===== config.mk =====
export PLATFORM = sky130hd
export DESIGN_NAME = dual_strobe_burst_ctr
export DESIGN_NICKNAME = d
export VERILOG_FILES = /design/src/rtl/dual_strobe_burst_ctr.sv
export SDC_FILE = /design/constraint.sdc
export NUM_CORES = 1
export LEC_CHECK = 0
export BUFFER_PORTS_ARGS = -buffer_cell sky130_fd_sc_hd__buf_2
export CORE_AREA = 2 2 61 46
export CTS_BUF_LIST = sky130_fd_sc_hd__clkbuf_8
export CTS_CLUSTER_DIAMETER = 40
export CTS_CLUSTER_SIZE = 25
export DETAILED_ROUTE_END_ITERATION = 8
export DIE_AREA = 0 0 63 48
export GPL_ROUTABILITY_DRIVEN = 1
export PLACE_DENSITY = 0.7
export REMOVE_ABC_BUFFERS = 1
export SLEW_MARGIN = 20
export SYNTH_ARGS = -nofsm -noshare
export SYNTH_HDL_FRONTEND = slang
export SYNTH_SLANG_ARGS = --single-unit
export TNS_END_PERCENT = 1

===== constraint.sdc =====
create_clock -name clk -period 1.1 [get_ports clk]
set_clock_uncertainty 0.15 [all_clocks]
set_input_delay 0.055 -clock clk [delete_from_list [all_inputs] [get_ports clk]]
set_output_delay 0.055 -clock clk [all_outputs]
set_load 0.02 [all_outputs]

===== src/rtl/dual_strobe_burst_ctr.sv =====
module dual_strobe_burst_ctr #(
  parameter int ADDR_W = 18
) (
  input  logic              clk,
  input  logic              rst,
  input  logic [ADDR_W-1:0] addr_in,
  input  logic              proc_stb_n,
  input  logic              ctrl_stb_n,
  input  logic              adv_n,
  input  logic              sel1_n,
  input  logic              sel2,
  input  logic              sel3_n,
  input  logic              order_sel,
  output logic [ADDR_W-1:0] addr_o,
  output logic [1:0]        action_o
);
  localparam logic [1:0] ACT_HOLD   = 2'b00;
  localparam logic [1:0] ACT_STEP   = 2'b01;
  localparam logic [1:0] ACT_LOAD_P = 2'b10;
  localparam logic [1:0] ACT_LOAD_C = 2'b11;

  logic [ADDR_W-1:2] base_q;
  logic [1:0]        start_q;
  logic [1:0]        beat_q;
  logic [1:0]        act_q;
  logic              ilv_q;

  logic selected, proc_hit, any_stb;
  logic [1:0] low_bits;

  assign selected = ~sel1_n & sel2 & ~sel3_n;
  assign proc_hit = ~proc_stb_n & ~sel1_n;
  assign any_stb  = proc_hit | ~ctrl_stb_n;

  always_ff @(posedge clk) begin
    if (rst) begin
      base_q  <= '0;
      start_q <= '0;
      beat_q  <= '0;
      act_q   <= ACT_HOLD;
      ilv_q   <= 1'b1;
    end else begin
      ilv_q <= (order_sel !== 1'b0);
      if (any_stb) begin
        if (selected) begin
          base_q  <= addr_in[ADDR_W-1:2];
          start_q <= addr_in[1:0];
          beat_q  <= '0;
          act_q   <= proc_hit ? ACT_LOAD_P : ACT_LOAD_C;
        end else begin
          act_q <= ACT_HOLD;
        end
      end else if (!adv_n) begin
        beat_q <= beat_q + 2'd1;
        act_q  <= ACT_STEP;
      end else begin
        act_q <= ACT_HOLD;
      end
    end
  end

  assign low_bits = ilv_q ? (start_q ^ beat_q) : (start_q + beat_q);
  assign addr_o   = {base_q, low_bits};
  assign action_o = act_q;
endmodule



==> impl_metrics.json, run 1 <==
{
  "outcome": "finished with violations",
  "violations": "negative hold slack, negative setup slack",
  "synth_top_family_by_area": "simple AND/OR/NAND/NOR gates",
  "critPathRequiredTime_ps": 890,
  "fillers": 212,
  "fp.dieArea_um2": 3024,
  "final_cell_area_um2": 1602,
  "grt_pass1_wl_um": 3815,
  "nNetsFinal": 205,
  "met2_wirelength_um": 1276,
  "avgRoutedWirePerCell_um": 11.66,
  "grt_max_degree": 25,
  "clock-root-buffer": "clkbuf_8",
  "rsz0062_at_grt": "yes",
  "synth_cells": 105,
  "drc": 0,
  "synth_ff_type": "dfxtp_1",
  "hp-class": "input pin to register",
  "met3_length_um": 204,
  "fin_crit_sh": 1.287,
  "place_congestion": 0.8515,
  "worstPathArrival_ps": 1210,
  "synth-xor-area-share": 0.01781,
  "synth_area_um2": 983.4,
  "ant_nets": 0,
  "syn_avg_cell_area_um2": 9.366,
  "ys_types": 20,
  "grtUsageTotal": 0.1688,
  "post_dp_cell_area_um2": 1274,
  "setup_ws_ps": -316.1,
  "cts.clk_slew.worst_paths_ps": 80,
  "grt_overflow_total": 0,
  "vias": 942,
  "holdPathStages": 4,
  "h-tree-depth": 1,
  "synth-seq-area-share": 0.4682,
  "fmax_ghz": 0.7062,
  "finalNonFillerCells": 210,
  "cts.sink_count": 23,
  "cts_tree": "yes",
  "synthAdderAreaFrac": 0.01272,
  "wl_um": 2449,
  "final_util": 0.6719,
  "synth.mux.area_fraction": 0.1832,
  "max_slew_margin": 0.7382,
  "placed_cells": 184,
  "yosysWarnings": 0,
  "cp_max_fo": 2,
  "synth_edf_count": 0,
  "synth-simple-area-share": 0.2201,
  "reg2reg_depth": 4,
  "start_util": 0.4126,
  "end_kind": "output port",
  "antenna_found_initial": 0,
  "power_leakage_nw": 0.7148,
  "ios": 47,
  "syn2layout_area_growth_pct": 62.85,
  "fp.coreArea_um2": 2384,
  "hold_viol_final": 1,
  "rows": 15,
  "ys_ff_latch": 23,
  "worstMarginPinSlew_ps": 391.3,
  "numCtsBuffers": 3,
  "synth-compound-area-share": 0.03562,
  "p_per_area_nw_per_um2": 1065,
  "drtIter0Drc": 48,
  "async_flop_share": 0,
  "grt_pass1_vias": 889,
  "finalMaxSlewViolations": 0,
  "diodes": 0,
  "first_pass_iters": 4,
  "path_class": "register to output port",
  "fp.dieH_um": 48,
  "total_power_mw": 1.706,
  "dp_hpwl_um": 1502,
  "peakVddDrop_mv": 0.8085,
  "vias_per_cell": 4.486,
  "clk_latency_ps": 260,
  "start_kind": "register",
  "die_w_um": 63,
  "cts_buffer_depth": 2,
  "top_layer_used": "met4",
  "hold-worst-slack_ps": -4.336,
  "fin_crit_ps": 1416,
  "drv_cap": 0,
  "io_buffers": 46,
  "drt-met1-wl_um": 943,
  "setup_viol_count_final": 4,
  "drive_gt1_frac": 0.3693
}
==> flip-flops by register name, indices dropped and copies added, names as in the netlist <==
name      cells
beat_q        2
start_q       2
ilv_q         1
base_q       16
action_o      2
==> stage by stage <==
stage / TNS [ps] / worst slack [ps]
after floorplan: -134.9 / -88.44
after global placement: -89.04 / -67.22
after detailed placement: -215.1 / -151.5
after CTS: -494.4 / -290.9
after global routing: -903.9 / -365.2
final: -746.9 / -316.1
==> path summary, 6_finish.rpt <==
| kind | slack (ps) | endpoint | startpoint |
|---|---|---|---|
| max | -320 | addr_o[1] | beat_q[0] |
| min | -4 | action_o[1] | sel3_n |
| max reg2reg | -230 | beat_q[1] | beat_q[0] |
| min reg2reg | 300 | base_q[15] | base_q[15] |
==> Yosys cell counts (2+ instances only) <==
| library cell | number | area share |
|---|---|---|
| nor2b_1 | 2 | 0.013 |
| clkbuf_1 | 2 | 0.0076 |
| dfxtp_1 | 23 | 0.47 |
| xnor2_1 | 2 | 0.018 |
| mux2i_1 | 18 | 0.18 |
| buf_12 | 2 | 0.041 |
| nor2_1 | 3 | 0.011 |
| nand2_1 | 37 | 0.14 |
| nand2b_1 | 3 | 0.019 |
| buf_2 | 2 | 0.010 |
| or2_1 | 2 | 0.013 |
==> per-layer routing <==
| metal | up-vias | track usage |
|---|---|---|
| met5 | - | 0 |
| met4 | 0 | 0.05333 |
| met3 | 4 | 0.07529 |
| met2 | 42 | 0.3319 |
| met1 | 411 | 0.1686 |
| li1 | 485 | - |
==> final cells by class <==
cell class,instances,area (um2),share of cell area
repair buffers,73,529.3,0.3305
inverters,1,3.754,0.002344
well taps,34,42.54,0.02656
flip-flops and latches,23,465.4,0.2906
clock inverters,1,5.005,0.003125
clock buffers,3,41.29,0.02578
multi-input cells,75,514.2,0.3211
==> what timing repair did <==
item / 4_1_cts / 5_1_grt
setup buffers: 0 / 1
resized for setup: 10 / 4
hold endpoints to repair: 21 / 0
pin swaps: 1 / 2
hold buffers: 21 / 0
setup endpoints to repair: 3 / 4
==> power breakdown <==
part | internal, mW | total [mW] | switching [mW] | leakage (nW)
logic | 0.173 | 0.315 | 0.142 | 0.501
registers | 0.859 | 0.875 | 0.0163 | 0.188
clock network | 0.253 | 0.516 | 0.263 | 0.0255
total | 1.28 | 1.71 | 0.422 | 0.715
==> layout by cell type (no fill, tap or decap), types with 2 or more instances in the layout <==
master          n
buf_4           3
nand2b_1        3
mux2i_1        18
or2_1           2
buf_12          3
dfxtp_1        21
nand2_1        37
buf_2          45
nor2_1          3
dlygate4sd3_1  21
clkbuf_8        3
==> worst max-delay path, stage by stage (launching register included) <==
cell and delay, ps:
dfxtp_4 360, ha_4 150, nor2b_4 120, xnor2_1 130
buf_2 180
==> cells by family after synthesis <==
logic type      Yosys count
simple gates             50
flops                    23
mux                      18
buf+inv                   7
compound gates            4
xor+xnor                  2
fa+ha+maj                 1
Note: power is estimated with default switching activity, not from simulation.
==> run 2, diff against run 1 <==
Settings changed: CORE_AREA 2 2 61 46 to 2 2 58 44, DIE_AREA 0 0 63 48 to 0 0 60 46, PLACE_DENSITY 0.7 to 0.74.
Clock period 1.1 ns to 1.6 ns, I/O delays scaled along.
==> impl_metrics.json, run 2 (same netlist as run 1, synthesis figures left out) <==
{
  "fin_crit_ps": 1551,
  "hold_viol_final": 0,
  "fp.coreArea_um2": 2271,
  "h-tree-depth": 1,
  "use_met2": 0.3391,
  "post_dp_cell_area_um2": 1199,
  "vias_per_cell": 4.566,
  "final_util": 0.6446,
  "fin_crit_sh": 0.9692,
  "io_buffers": 46,
  "cpMostUsedCell": "dlygate4sd3_1",
  "hp-class": "input pin to register",
  "grt_overflow_total": 0,
  "final_cell_mix": "buf_2 (46), nand2_1 (37), dfxtp_1 (23)",
  "rsz0062_at_grt": "no",
  "peakVddDrop_mv": 0.6225,
  "cts_buffer_depth": 2,
  "max_slew_margin": 0.6274,
  "end_kind": "register",
  "start_kind": "input pin",
  "outcome": "finished clean",
  "grt.met1_usage": 0.1777,
  "ios": 47,
  "cts_tree": "yes",
  "clk_latency_ps": 260,
  "finalMaxSlewViolations": 0,
  "avgRoutedWirePerCell_um": 11.08,
  "grtUsageTotal": 0.1801,
  "place_congestion": 0.7644,
  "antenna_found_initial": 0,
  "largest-register": "base_q",
  "grt_pass1_wl_um": 3519,
  "finalSetupTns_ps": 0,
  "diodes": 0,
  "fp.dieArea_um2": 2760,
  "fmax_ghz": 0.6448,
  "dp_hpwl_um": 1461,
  "top_usage_layer": "met2",
  "largest_reg_flops": 16,
  "critPathRequiredTime_ps": 1600,
  "ant_nets": 0,
  "nNetsFinal": 200,
  "cts.clk_slew.worst_paths_ps": 80,
  "fp.dieH_um": 46,
  "drive_gt1_frac": 0.2982,
  "cp_slowest_stage_delay_ps": 550,
  "fillers": 202,
  "cp_max_fo": 7,
  "gr-usage-met3": 0.06534,
  "worstPathArrival_ps": 1550,
  "final_cell_area_um2": 1464,
  "wl_um": 2271,
  "worstMarginPinSlew_ps": 558.0,
  "total_power_mw": 1.131,
  "path_class": "input pin to register",
  "p_per_area_nw_per_um2": 772.7,
  "final_common_cell": "buf_2",
  "drc": 0,
  "cpMaxStageDelayCell": "dlygate4sd3_1",
  "die_w_um": 60,
  "start_util": 0.4331,
  "first_pass_iters": 4,
  "numCtsBuffers": 3,
  "path_cells": "dlygate4sd3_1 > buf_2 > or2_1 > dlygate4sd3_1",
  "cts.sink_count": 23,
  "rows": 15,
  "vias": 936,
  "drv_cap": 0,
  "grt_max_degree": 38,
  "power_leakage_nw": 0.6777,
  "syn2layout_area_growth_pct": 48.85,
  "drtIter0Drc": 46,
  "setup_viol_count_final": 0,
  "clock-root-buffer": "clkbuf_8",
  "grt_pass1_vias": 845
}
run 2: area by class of cell:
cell class / count / area [um2] / share of cell area
Clock buffer: 3 / 41.29 / 0.02821
Clock inverter: 1 / 3.754 / 0.002564
Inverter: 1 / 3.754 / 0.002564
Multi-Input combinational cell: 75 / 461.7 / 0.3154
Sequential cell: 23 / 460.4 / 0.3145
Tap cell: 34 / 42.54 / 0.02906
Timing Repair Buffer: 68 / 450.4 / 0.3077
run 2: stage by stage:
step | instances | hold WS [ps] | setup WS, ps
CTS | 205 | 22.39 | 74.47
global placement | 179 | 111.1 | 412.1
finish | 205 | 35.12 | 49.24
floorplan | 99 | 2.383 | 386.6
detailed placement | 179 | 119.5 | 289.7
global route | 205 | 26.44 | 3.588
run 2: final timing paths:
path | to | cells past startpoint | from | slack (ps)
max reg2reg | beat_q[1] | 3 | beat_q[0] | 280
min reg2reg | base_q[10] | 2 | base_q[10] | 310
min | action_o[0] | 3 | sel2 | 40
max | ilv_q | 4 | rst | 50
run 2: report_power, final:
group	switching [mW]	total [mW]	internal [mW]
sequential	0.0101	0.601	0.591
clock	0.175	0.346	0.171
combinational	0.0881	0.184	0.0956
run 2: timing repair:
item,in CTS,in global routing
buffers inserted,0,0
hold buffers,22,0
gates resized for setup,0,0
hold endpoints to repair,21,0
run 2: critical path, delay by kind of cell:
kind | cells | cell delay (ps)
buf+inv | 3 | 1260
simple gates | 1 | 220
run 2: layer usage:
metal / vias up / wire [um] / part of all wire
met5: - / 0 / 0
met4: 0 / 53 / 0.023
met3: 9 / 156 / 0.069
met2: 37 / 1126 / 0.50
met1: 411 / 935 / 0.41
li1: 479 / - / -
